`src/rtl/lfs_pkg.sv`:
```
package lfs_pkg;

  typedef enum logic [1:0] {
    LINE_INV = 2'b00,
    LINE_SHR = 2'b01,
    LINE_EXC = 2'b10,
    LINE_MOD = 2'b11
  } lineState_e;

  typedef enum logic [2:0] {
    KIND_FILL    = 3'd0,
    KIND_RD_NC   = 3'd1,
    KIND_WR_SHR  = 3'd2,
    KIND_WR_WB   = 3'd3,
    KIND_IO_RD   = 3'd4,
    KIND_IO_WR   = 3'd5,
    KIND_INTA    = 3'd6,
    KIND_SPECIAL = 3'd7
  } cycKind_e;

  // Strobes from control to datapath
  typedef struct packed {
    logic startLatch;  // new cycle accepted this edge
    logic capture;     // policy input taken this edge
    logic emitFill;    // cycle completes with a state decision
    logic promote;     // write hit on an owned line
  } ctrlStrobe_t;

  // Cycle kinds in which the policy input matters
  function automatic logic isSampledKind(cycKind_e k);
    return (k == KIND_FILL) || (k == KIND_RD_NC) || (k == KIND_WR_SHR);
  endfunction

  // Cycle kinds that end with a line state
  function automatic logic isStateKind(cycKind_e k);
    return (k == KIND_FILL) || (k == KIND_WR_SHR);
  endfunction

endpackage

```
`src/rtl/lfs_ctrl.sv`:
```
module lfs_ctrl
  import lfs_pkg::*;
#(
  parameter int BEAT_COUNT = 4
) (
  input  logic        clk,
  input  logic        rst,
  input  logic        cycStart,
  input  logic [2:0]  cycKind,
  input  logic        brdy,
  input  logic        nextAddr,
  input  logic        writeHit,
  input  logic [1:0]  hitState,
  output ctrlStrobe_t strobe
);
  localparam int CNT_W = (BEAT_COUNT > 1) ? $clog2(BEAT_COUNT) : 1;
  localparam logic [CNT_W-1:0] LAST_BEAT = CNT_W'(BEAT_COUNT - 1);

  logic             busy;
  logic             captured;
  cycKind_e         kindQ;
  logic [CNT_W-1:0] beatCnt;

  logic handshake;
  logic lastBeat;

  always_comb begin
    handshake = busy && (brdy || nextAddr);
    // A burst fill ends on its final beat, every other kind on its first ready
    lastBeat  = busy && brdy &&
                ((kindQ == KIND_FILL) ? (beatCnt == LAST_BEAT) : 1'b1);

    strobe.startLatch = !busy && cycStart;
    strobe.capture    = handshake && !captured && isSampledKind(kindQ);
    strobe.emitFill   = lastBeat && isStateKind(kindQ);
    // A completing cycle wins over a write hit on the same edge
    strobe.promote    = writeHit &&
                        ((hitState == LINE_EXC) || (hitState == LINE_MOD)) &&
                        !strobe.emitFill;
  end

  always_ff @(posedge clk) begin
    if (rst) begin
      busy     <= 1'b0;
      captured <= 1'b0;
      kindQ    <= KIND_FILL;
      beatCnt  <= '0;
    end else if (strobe.startLatch) begin
      busy     <= 1'b1;
      captured <= 1'b0;
      kindQ    <= cycKind_e'(cycKind);
      beatCnt  <= '0;
    end else if (busy) begin
      if (handshake) captured <= 1'b1;
      if (brdy)      beatCnt  <= beatCnt + 1'b1;
      if (lastBeat)  busy     <= 1'b0;
    end
  end

endmodule

```
`src/rtl/lfs_data.sv`:
```
module lfs_data
  import lfs_pkg::*;
(
  input  logic        clk,
  input  logic        rst,
  input  ctrlStrobe_t strobe,
  input  logic        wbSel,
  input  logic        pwt,
  output logic [1:0]  lineState,
  output logic        stateValid
);
  logic       wbQ;
  logic       pwtQ;
  logic       wbEff;
  lineState_e fillState;

  always_comb begin
    // On a single-beat cycle the capture and the decision share one edge
    wbEff     = strobe.capture ? wbSel : wbQ;
    fillState = (!wbEff || pwtQ) ? LINE_SHR : LINE_EXC;
  end

  always_ff @(posedge clk) begin
    if (rst) begin
      wbQ        <= 1'b0;
      pwtQ       <= 1'b0;
      lineState  <= LINE_INV;
      stateValid <= 1'b0;
    end else begin
      if (strobe.startLatch) pwtQ <= pwt;
      if (strobe.capture)    wbQ  <= wbSel;
      if (strobe.emitFill) begin
        lineState  <= fillState;
        stateValid <= 1'b1;
      end else if (strobe.promote) begin
        lineState  <= LINE_MOD;
        stateValid <= 1'b1;
      end else begin
        stateValid <= 1'b0;
      end
    end
  end

endmodule

```
`src/rtl/line_fill_state_sel.sv`:
```
module line_fill_state_sel
  import lfs_pkg::*;
#(
  parameter int BEAT_COUNT = 4
) (
  input  logic       clk,
  input  logic       rst,
  input  logic       cycStart,
  input  logic [2:0] cycKind,
  input  logic       brdy,
  input  logic       nextAddr,
  input  logic       wbSel,
  input  logic       pwt,
  input  logic       writeHit,
  input  logic [1:0] hitState,
  output logic [1:0] lineState,
  output logic       stateValid
);
  ctrlStrobe_t strobe;

  lfs_ctrl #(.BEAT_COUNT(BEAT_COUNT)) u_ctrl (
    .clk      (clk),
    .rst      (rst),
    .cycStart (cycStart),
    .cycKind  (cycKind),
    .brdy     (brdy),
    .nextAddr (nextAddr),
    .writeHit (writeHit),
    .hitState (hitState),
    .strobe   (strobe)
  );

  lfs_data u_data (
    .clk        (clk),
    .rst        (rst),
    .strobe     (strobe),
    .wbSel      (wbSel),
    .pwt        (pwt),
    .lineState  (lineState),
    .stateValid (stateValid)
  );

endmodule

```
`config.mk`:
```
export PLATFORM = sky130hd
export DESIGN_NAME = line_fill_state_sel
export DESIGN_NICKNAME = d
export VERILOG_FILES = /design/src/rtl/lfs_pkg.sv /design/src/rtl/lfs_ctrl.sv /design/src/rtl/lfs_data.sv /design/src/rtl/line_fill_state_sel.sv
export SDC_FILE = /design/constraint.sdc
export NUM_CORES = 1
export LEC_CHECK = 0
export ABC_AREA = 1
export BUFFER_PORTS_ARGS = -buffer_cell sky130_fd_sc_hd__clkbuf_2
export CORE_AREA = 8 8 45 47
export CTS_CLUSTER_DIAMETER = 80
export DETAILED_ROUTE_END_ITERATION = 12
export DIE_AREA = 0 0 53 55
export GPL_TIMING_DRIVEN = 0
export HOLD_SLACK_MARGIN = 0.02
export PLACE_DENSITY = 0.69
export SLEW_MARGIN = 20
export SYNTH_ARGS = -nofsm -noshare
export SYNTH_HDL_FRONTEND = slang
export SYNTH_SLANG_ARGS = --single-unit
```
`constraint.sdc`:
```
create_clock -name clk -period 1.8 [get_ports clk]
set_input_delay 0 -clock clk [delete_from_list [all_inputs] [get_ports clk]]
set_output_delay 0 -clock clk [all_outputs]
set_load 0.005 [all_outputs]
```
==> reports/qor.txt, run 1 <==
Run status: complete, no violations
Cell Area, Synth: 522 um2
Vias per Instance: 4.30
Primary FF master, synth: dfxtp_1
Hold WC Path Type: primary input to flip-flop
Final hold slack: 0.0339 ns
Cells after synthesis: 69
Clk buf depth: 2
Setup ws final: 0.608 ns
Clock Latency Late Sink: 0.27 ns
Post-Route WL: 1050 um
Die H: 55 um
Top cell type's share of synthesized area: 46.0%
Worst path required time: 2.00 ns
Setup tns final: 0 ns
Final setup vio count: 0
Most common cell in the netlist: nor2_1
Critical Path AT: 1.39 ns
First-pass GRT wire length: 1880 um
Worst vdd rail ir drop: 423 uV
Max stage delay on crit path: 0.57 ns
Final ANT Viol Nets: 0
Rel. slew slack: 81.7%
Synth warn: 0
Commonest cells post-synth: nor2_1 (13), dfxtp_1 (12), inv_1 (10)
Layout cell share with drive strength beyond 1: 28.4%
Starting Density: 37.7%
Leak pwr: 0.363 nW
Clk root buf: clkbuf_4
CTS tree: done
Detailed placement HPWL: 797 um
Total GRT Usage: 8.72%
Final Hold Vio Count: 0
Critical Path, Cell by Cell: dlygate4sd3_1 > clkbuf_2 > nand2_1 > dlygate4sd3_1 > a21oi_1
Area leader, netlist: dfxtp_1
Drt drc: 0
Largest net degree at the start of global routing: 8
Fin crit share: 66.2%
Inserted Clock Buffers: 3
Synth top area cells: dfxtp_1 (46%), nor2_1 (9.4%), o21ai_0 (8.6%)
Clk pin slew, worst setup/hold paths: 0.07 ns
Max_cap viols: 0
Antenna violations before repair: 0
Die Area: 2920 um2
R2r worst-path depth: 8
Starting DRT DRC Count: 6
Min Tclk post-route: 1.19 ns
Syn_nets: 83
Slew @ Worst Pin: 0.273 ns
Vias in the first global route: 472
Startpoint types: primary input
Post-synthesis sequential area ratio: 46.0%
Worst Path Class, Setup: primary input to flip-flop
Slew Limit Fails: 0
FP Rows: 14
Crit-path max FO: 3
Synth cell types: 15
Post-synth EDFFs: 0
Final-layout fill cell count: 142
# port buffers: 14
Width of the die: 53 um
Slowest CP cell: dlygate4sd3_1
Num ports: 16
Number of diodes: 0
# clock sinks: 12
Post-placement setup slack: 0.670 ns
Power per cell area: 825 nW/um2
Vias after detailed routing: 477
RSZ-0062 raised after global routing: no
# resized after CTS: 0
Routed len/inst: 9.42 um
Core Region: 1380 um2
Hold depth: 3
First-pass iteration count of the detailed router: 4
CP Capture Type: flip-flop
Most Frequent Cell on Critical Path: dlygate4sd3_1
Max frequency: 839 MHz
Layout Area Growth over Synthesis: 39.6%
Grt ovf: 0
CTS H-tree depth: 1
Syn Area/Cell: 7.56 um2
Ys async rst share: 0%
Post-route core utilization: 52.6%
Net count, final: 110
Flops & latches, synth: 12
Final Skew: 0.00420 ns
Final GP Congestion: 0.726
worst max-delay path: cells and delay by family:
kind                   cells  cell delay (ns)
buffers and inverters      3             1.18
AOI/OAI and AO/OA          1             0.14
and+or+nand+nor            1             0.07
final timing paths:
check	slack (ns)	to	start
max	0.61	u_data.stateValid$_SDFF_PP0_	hitState[1]
min	0.03	u_ctrl.beatCnt[0]$_SDFFE_PP0P_	brdy
max reg2reg	0.68	u_data.lineState[0]$_SDFFE_PP0P_	u_ctrl.beatCnt[0]$_SDFFE_PP0P_
min reg2reg	0.49	u_ctrl.beatCnt[0]$_SDFFE_PP0P_	u_ctrl.beatCnt[0]$_SDFFE_PP0P_
report_power, final:
part | total [mW] | switching (mW) | internal [mW]
logic | 0.0934 | 0.0488 | 0.0447
registers | 0.297 | 0.0117 | 0.285
clock network | 0.210 | 0.0870 | 0.123
layout make-up:
type	instances	area, um2	area share, %
Clock buffer	4	36.3	4.98
Inverter	11	41.3	5.67
Timing Repair Buffer	22	150	20.6
Tap cell	16	20.0	2.75
Sequential cell	12	240	33.0
Multi-Input combinational cell	46	240	33.0
what timing repair did:
item / in CTS / in global routing
hold buffers: 8 / 0
hold endpoints to repair: 8 / 0
buffers inserted: 0 / 0
registers in the layout (all words and copies together), names as in the netlist:
signal,cells
u_ctrl.kindQ,3
u_data.lineState,2
u_ctrl.busy,1
u_ctrl.beatCnt,2
u_data.stateValid,1
u_ctrl.captured,1
u_data.pwtQ,1
u_data.wbQ,1
placed cells by master (no fill, tap or decap), drive strengths merged:
master        n
a21oi         5
nand3         4
o21ai         9
clkbuf       18
dfxtp        12
nor2         16
ha            1
dlygate4sd3   8
nand4         1
inv          11
nand2        10
metrics by stage:
step	std cells	area (um2)	total power, mW
2_1_floorplan	69	522	0.356
3_3_place_gp	99	612	0.382
3_5_place_dp	99	612	0.384
4_1_cts	111	728	0.610
5_1_grt	111	728	0.651
6_report	111	728	0.600
cell families after synthesis:
| kind of cell | count (synthesis) | share of synthesized area [%] |
|---|---|---|
| adder cells (fa/ha/maj) | 1 | 2.40 |
| AND/OR/NAND/NOR | 31 | 29.5 |
| buffers and inverters | 11 | 7.91 |
| flip-flops | 12 | 46.0 |
| AO/OA/AOI/OAI | 14 | 14.1 |
metal layers:
| layer | wire length (um) | part of all wire (%) | GRT usage (%) |
|---|---|---|---|
| met4 | 20 | 1.9 | 7.76 |
| met3 | 34 | 3.3 | 2.14 |
| met1 | 488 | 47 | 9.83 |
| met5 | 0 | 0 | 0 |
| met2 | 502 | 48 | 13.5 |
(Power assumes the default switching activity.)
==> inputs of run 2 (changes only) <==
Settings changed: ABC_AREA 1 to 0, PLACE_DENSITY 0.69 to 0.72.
Clock period 1.8 ns to 1.08 ns, I/O delays scaled along.
==> reports/qor.txt, run 2 <==
Final setup vio count: 8 (+8)
Crit-path max FO: 5 (+2)
Critical Path AT: 1.57 ns (+0.18 ns)
Post-route core utilization: 57.6% (+5.0 points)
Clk root buf: clkbuf_4
Clock power share: 27.9% (-7.0 points)
Commonest cells post-synth: dfxtp_1 (12), nor2_1 (9), mux2i_1 (7)
Core Region: 1380 um2 (unchanged)
Setup tns final: -1.38 ns (-1.38 ns)
Final GP Congestion: 0.767 (+5.6%)
Largest net degree at the start of global routing: 11 (+3)
Clk pin slew, worst setup/hold paths: 0.07 ns (about the same)
Most common cell in the netlist: dfxtp_1
Cell Area, Synth: 529 um2 (+1.4%)
Flops & latches, synth: 12 (unchanged)
First-pass iteration count of the detailed router: 2 (-2)
Worst path required time: 1.25 ns (-0.75 ns)
Seq pwr share: 52.5% (+3.0 points)
Vias after detailed routing: 473 (-0.84%)
Number of flip-flops under the largest register name: 3 (unchanged)
Final ANT Viol Nets: 0 (unchanged)
Biggest regs: u_ctrl.kindQ: 3 flops, u_ctrl.beatCnt: 2 flops, u_data.lineState: 2 flops
Total GRT Usage: 9.41% (+0.69 points)
Post-placement setup slack: -0.359 ns (-1.03 ns)
Primary FF master, synth: dfxtp_1
Synth top area cells: dfxtp_1 (45%), mux2i_1 (13%), nor2_1 (6.4%)
Most common cell after layout, fill and taps aside: clkbuf_2
Hold WC Path Type: primary input to flip-flop
Synth Area in Simple Gates: 17.3% (-12 points)
# clock sinks: 12 (unchanged)
First-pass GRT wire length: 1950 um (+4.1%)
Num ports: 16 (unchanged)
Cells after synthesis: 53 (-23%)
Worst vdd rail ir drop: 959 uV (+130%)
Slew Limit Fails: 0 (unchanged)
Most flop-heavy register: u_ctrl.kindQ
Vias in the first global route: 461 (-2.3%)
Min Tclk post-route: 1.40 ns
Failing checks: setup timing
Ys async rst share: 0% (unchanged)
Net count, final: 98 (-11%)
Sw Pwr: 0.240 mW (+63%)
Number of diodes: 0 (unchanged)
Combinational share of power: 19.6% (+4.0 points)
Slew @ Worst Pin: 0.475 ns (+0.202 ns)
Area leader, netlist: dfxtp_1
Most frequent cells in the layout: clkbuf_2 (14), dlygate4sd3_1 (10), nor2_1 (9)
Syn_nets: 67 (-19%)
Post-synthesis xor/xnor area fraction: 0% (unchanged)
Hold depth: 3 (unchanged)
Net Sw Frac: 25.1% (+0.55 points)
Max_cap viols: 0 (unchanged)
RSZ-0062 raised after global routing: yes
Syn Area/Cell: 9.99 um2 (+32%)
Run status: complete, but fails checks
Fin crit share: 130%
Worst Path Class, Setup: flip-flop to flip-flop
Int Pwr: 0.715 mW (+58%)
Setup ws final: -0.323 ns (-0.930 ns)
CTS tree: done
Post-Route WL: 1150 um (+9.7%)
Final non-filler cell total: 98 (-12%)
Synth cell types: 21 (+6)
Grt ovf: 0 (unchanged)
Routed len/inst: 11.7 um (+24%)
Placed Area: 629 um2 (+2.9%)
Starting Density: 38.2% (+0.54 points)
Die Area: 2920 um2 (unchanged)
Final-layout fill cell count: 123 (-13%)
Post-synthesis mux area share: 13.2% (+13 points)
Leak pwr: 0.345 nW (-5.1%)
Placed insts: 83 (-16%)
Width of the die: 53 um (unchanged)
R2r worst-path depth: 4 (-4)
Drt drc: 0 (unchanged)
Final hold slack: 0.0786 ns (+0.0447 ns)
Max frequency: 713 MHz
Vias per Instance: 4.83 (+12%)
Die H: 55 um (unchanged)
Starting DRT DRC Count: 3 (-3)
Final Cell Area: 797 um2 (+9.5%)
Rel. slew slack: 68.3% (-13 points)
Detailed placement HPWL: 823 um (+3.2%)
Clk buf depth: 2 (unchanged)
Power per cell area: 1200 nW/um2 (+45%)
Post-synth EDFFs: 0 (unchanged)
Layout Area Growth over Synthesis: 50.6%
Antenna violations before repair: 0 (unchanged)
Synth warn: 0 (unchanged)
Inserted Clock Buffers: 3 (unchanged)
Adder-cell share of the synthesized area: 2.36% (-0.034 points)
Largest family of logic cells by synthesized area: compound AO/OA/AOI/OAI gates
Post-synthesis sequential area ratio: 45.4% (-0.65 points)
Final Hold Vio Count: 0 (unchanged)
FP Rows: 14 (unchanged)
Top cell type's share of synthesized area: 45.4% (-0.65 points)
Final Skew: 0.0126 ns (+0.00841 ns)
Complex-gate fraction of the synthesized area: 19.6% (+5.5 points)
CTS H-tree depth: 1 (unchanged)
Layout cell share with drive strength beyond 1: 41.5% (+13 points)
Total power: 0.956 mW (+59%)
Startpoint types: flip-flop
# port buffers: 14 (unchanged)
CP Capture Type: flip-flop
Clock Latency Late Sink: 0.27 ns (about the same)
-- run 2: kinds of logic (layout without fill, tap and decap cells) --
family / count (synthesis) / in the layout
and+or+nand+nor: 17 / 17
AOI/OAI and AO/OA: 13 / 13
DFF: 12 / 12
muxes: 7 / 7
buffers and inverters: 3 / 32
adders and majority gates: 1 / 1
-- run 2: worst max-delay path: stages (launching register included) --
cell and delay [ns]:
dfxtp_4 0.37, or4_4 0.53, or4b_4 0.25, a21o_1 0.12, a21oi_2 0.03
-- run 2: timing repair --
item,in CTS,in global routing
hold buffers,10,0
pin swaps,3,2
buffers inserted,2,0
resized for setup,8,1
endpoints found under the hold margin,9,0
cloned,0,0
setup endpoints to repair,10,10
-- run 2: final cells by class --
class | count | area, um2 | share of cell area [%]
multi-input combinational | 38 | 304 | 38.1
sequential | 12 | 250 | 31.4
timing repair buffer | 26 | 185 | 23.2
clock buffer | 3 | 22.5 | 2.83
tap | 16 | 20.0 | 2.51
buffer | 2 | 11.3 | 1.41
inverter | 1 | 3.75 | 0.471
-- run 2: per-layer routing --
metal | track usage [%] | vias up | part of all wire (%)
met3 | 7.22 | 0 | 11
met4 | 3.88 | 0 | 0
li1 | - | 249 | -
met5 | 0 | - | 0
met1 | 9.92 | 209 | 47
met2 | 13.9 | 15 | 42
-- run 2: path summary, 6_finish.rpt --
kind                                                    from                          endpoint  slack [ns]
worst max-delay path            u_ctrl.kindQ[0]$_SDFFE_PP0P_  u_data.lineState[1]$_SDFFE_PP0P_       -0.32
worst min-delay path                                    brdy    u_ctrl.beatCnt[1]$_SDFFE_PP0P_        0.08
worst max register to register  u_ctrl.kindQ[0]$_SDFFE_PP0P_  u_data.lineState[1]$_SDFFE_PP0P_       -0.32
worst min register to register         u_data.wbQ$_SDFF_PP0_             u_data.wbQ$_SDFF_PP0_        0.50
-- run 2: power by group through the flow --
| stage | sequential, mW | clock, mW | combinational [mW] |
|---|---|---|---|
| after global placement | 0.508 | 0 | 0.135 |
| after global routing | 0.507 | 0.316 | 0.205 |
| after floorplan | 0.506 | 0 | 0.0907 |
| after detailed placement | 0.510 | 0 | 0.139 |
| after CTS | 0.501 | 0.282 | 0.188 |
| final | 0.501 | 0.267 | 0.188 |
==> inputs of run 3 (changes only) <==
Settings changed: PLACE_DENSITY 0.72 to 0.71.
==> reports/qor.txt, run 3 (synthesis results as in run 2) <==
Setup tns final: -1.86 ns (-0.479 ns)
Grt ovf: 0 (unchanged)
Worst R2R Start: u_ctrl.beatCnt[0]$_SDFFE_PP0P_
Slew @ Worst Pin: 0.490 ns (+0.0153 ns)
Antenna violations before repair: 0 (unchanged)
Biggest regs: u_ctrl.kindQ: 3 flops, u_ctrl.beatCnt: 2 flops, u_data.lineState: 2 flops
Width of the die: 53 um (unchanged)
First-pass GRT wire length: 2110 um (+8.1%)
Vias in the first global route: 503 (+9.1%)
Number of flip-flops under the largest register name: 3 (unchanged)
Die H: 55 um (unchanged)
Worst Path Class, Setup: flip-flop to flip-flop
Rel. slew slack: 67.3% (-1.0 points)
Critical Path AT: 1.66 ns (+0.09 ns)
RSZ-0062 raised after global routing: yes
Detailed placement HPWL: 779 um (-5.3%)
Failing checks: setup timing
Largest net degree at the start of global routing: 11 (unchanged)
Startpoint types: flip-flop
Die Area: 2920 um2 (unchanged)
Worst vdd rail ir drop: 718 uV (-25%)
Multi-input gate area: 334 um2 (+9.9%)
Hold WC Path Type: primary input to flip-flop
CTS tree: done
CTS H-tree depth: 1 (unchanged)
Inserted Clock Buffers: 3 (unchanged)
Number of diodes: 0 (unchanged)
R2r worst-path depth: 5 (+1)
Final Hold Vio Count: 0 (unchanged)
Most common cell after layout, fill and taps aside: clkbuf_2
Final-layout fill cell count: 109 (-11%)
Total GRT Usage: 9.70% (+0.29 points)
Post-route core utilization: 64.1% (+6.5 points)
# clock sinks: 12 (unchanged)
Max frequency: 691 MHz (-3.1%)
Slew Limit Fails: 0 (unchanged)
Clk root buf: clkbuf_4
Clock Latency Late Sink: 0.27 ns (about the same)
Vias per Instance: 5.08 (+5.2%)
Post-Route WL: 1410 um (+23%)
First-pass iteration count of the detailed router: 4 (+2)
Most flop-heavy register: u_ctrl.kindQ
Crit-path max FO: 5 (unchanged)
Starting Density: 38.2% (unchanged)
Vias after detailed routing: 523 (+11%)
FP Rows: 14 (unchanged)
Fin crit share: 134% (+4.1 points)
# port buffers: 14 (unchanged)
Starting DRT DRC Count: 12 (+9)
Final setup vio count: 12 (+4)
Power per cell area: 1240 nW/um2 (+3.2%)
Layout Area Growth over Synthesis: 67.6%
Clk pin slew, worst setup/hold paths: 0.08 ns (about the same)
Reg2reg end: u_data.lineState[1]$_SDFFE_PP0P_
Post-placement setup slack: -0.348 ns (+0.0109 ns)
Max_cap viols: 0 (unchanged)
Final ANT Viol Nets: 0 (unchanged)
Crit path launch: u_ctrl.beatCnt[0]$_SDFFE_PP0P_
R2R setup slack: -0.37 ns (-0.04 ns)
Run status: complete, but fails checks
Layout cell share with drive strength beyond 1: 51.7% (+10 points)
Final Skew: 0.00229 ns (-0.0103 ns)
Num ports: 16 (unchanged)
Drt drc: 0 (unchanged)
Clk buf depth: 2 (unchanged)
Worst path required time: 1.29 ns (+0.04 ns)
Most frequent cells in the layout: clkbuf_2 (14), dlygate4sd3_1 (10), nor2_1 (9)
Final GP Congestion: 0.699 (-8.8%)
Crit path to: u_data.lineState[1]$_SDFFE_PP0P_
CP Capture Type: flip-flop
Core Region: 1380 um2 (unchanged)
FF/Latch Area: 251 um2 (+0.50%)
Net count, final: 102 (+4.1%)
Min Tclk post-route: 1.45 ns (+0.0444 ns)
Routed len/inst: 13.7 um (+17%)
Leak pwr: 0.384 nW (+11%)
Setup ws final: -0.367 ns (-0.0444 ns)
## run 3: worst min path at each step
stage               startpoint                           end  cells after the start
finish                nextAddr  u_ctrl.captured$_SDFFE_PP0P_                      3
global route          nextAddr  u_ctrl.captured$_SDFFE_PP0P_                      3
CTS                   nextAddr  u_ctrl.captured$_SDFFE_PP0P_                      3
detailed placement  cycKind[2]  u_ctrl.kindQ[2]$_SDFFE_PP0P_                      3
global placement    cycKind[2]  u_ctrl.kindQ[2]$_SDFFE_PP0P_                      3
floorplan                 brdy        u_ctrl.busy$_SDFF_PP0_                      1
## run 3: layer usage
metal  share of wire, %  GRT usage, %  wire length, um
met5                  0             0                0
met4                3.7          7.76               52
met3                3.3          1.34               47
met2                 50          16.0              711
met1                 42          11.0              599
## run 3: final cells by class
cell class	count	area share, %
multi-input combinational	38	37.7
sequential	12	28.3
timing repair buffer	30	25.1
clock buffer	4	4.09
tap	16	2.26
buffer	2	2.12
inverter	1	0.423
## run 3: per-stage QoR
step / instances / hold WS, ns / instance area [um2] / power, mW
2_1_floorplan: 53 / 0.108 / 539 / 0.596
4_1_cts: 102 / 0.0682 / 848 / 1.08
5_1_grt: 103 / 0.0853 / 887 / 1.15
3_3_place_gp: 83 / 0.235 / 629 / 0.644
3_5_place_dp: 83 / 0.242 / 629 / 0.648
6_report: 103 / 0.0651 / 887 / 1.10
## run 3: critical path, cell delays in order (launching register included)
cell and delay, ns:
dfxtp_2 0.37, ha_4 0.13, or4_4 0.11, or4b_4 0.50, a21o_1 0.19, a21oi_2 0.09
## run 3: power by group
group	total [mW]	internal, mW	switching (mW)	leakage, nW
Sequential	0.506	0.474	0.0320	0.102
Combinational	0.236	0.143	0.0932	0.262
Clock	0.356	0.205	0.152	0.0210
## run 3: repair_timing
item,CTS,global route
hold buffers,10,0
endpoints found under the setup margin,10,12
gates resized for setup,12,9
pin swaps,6,4
buffers inserted,5,2
endpoints found under the hold margin,9,0
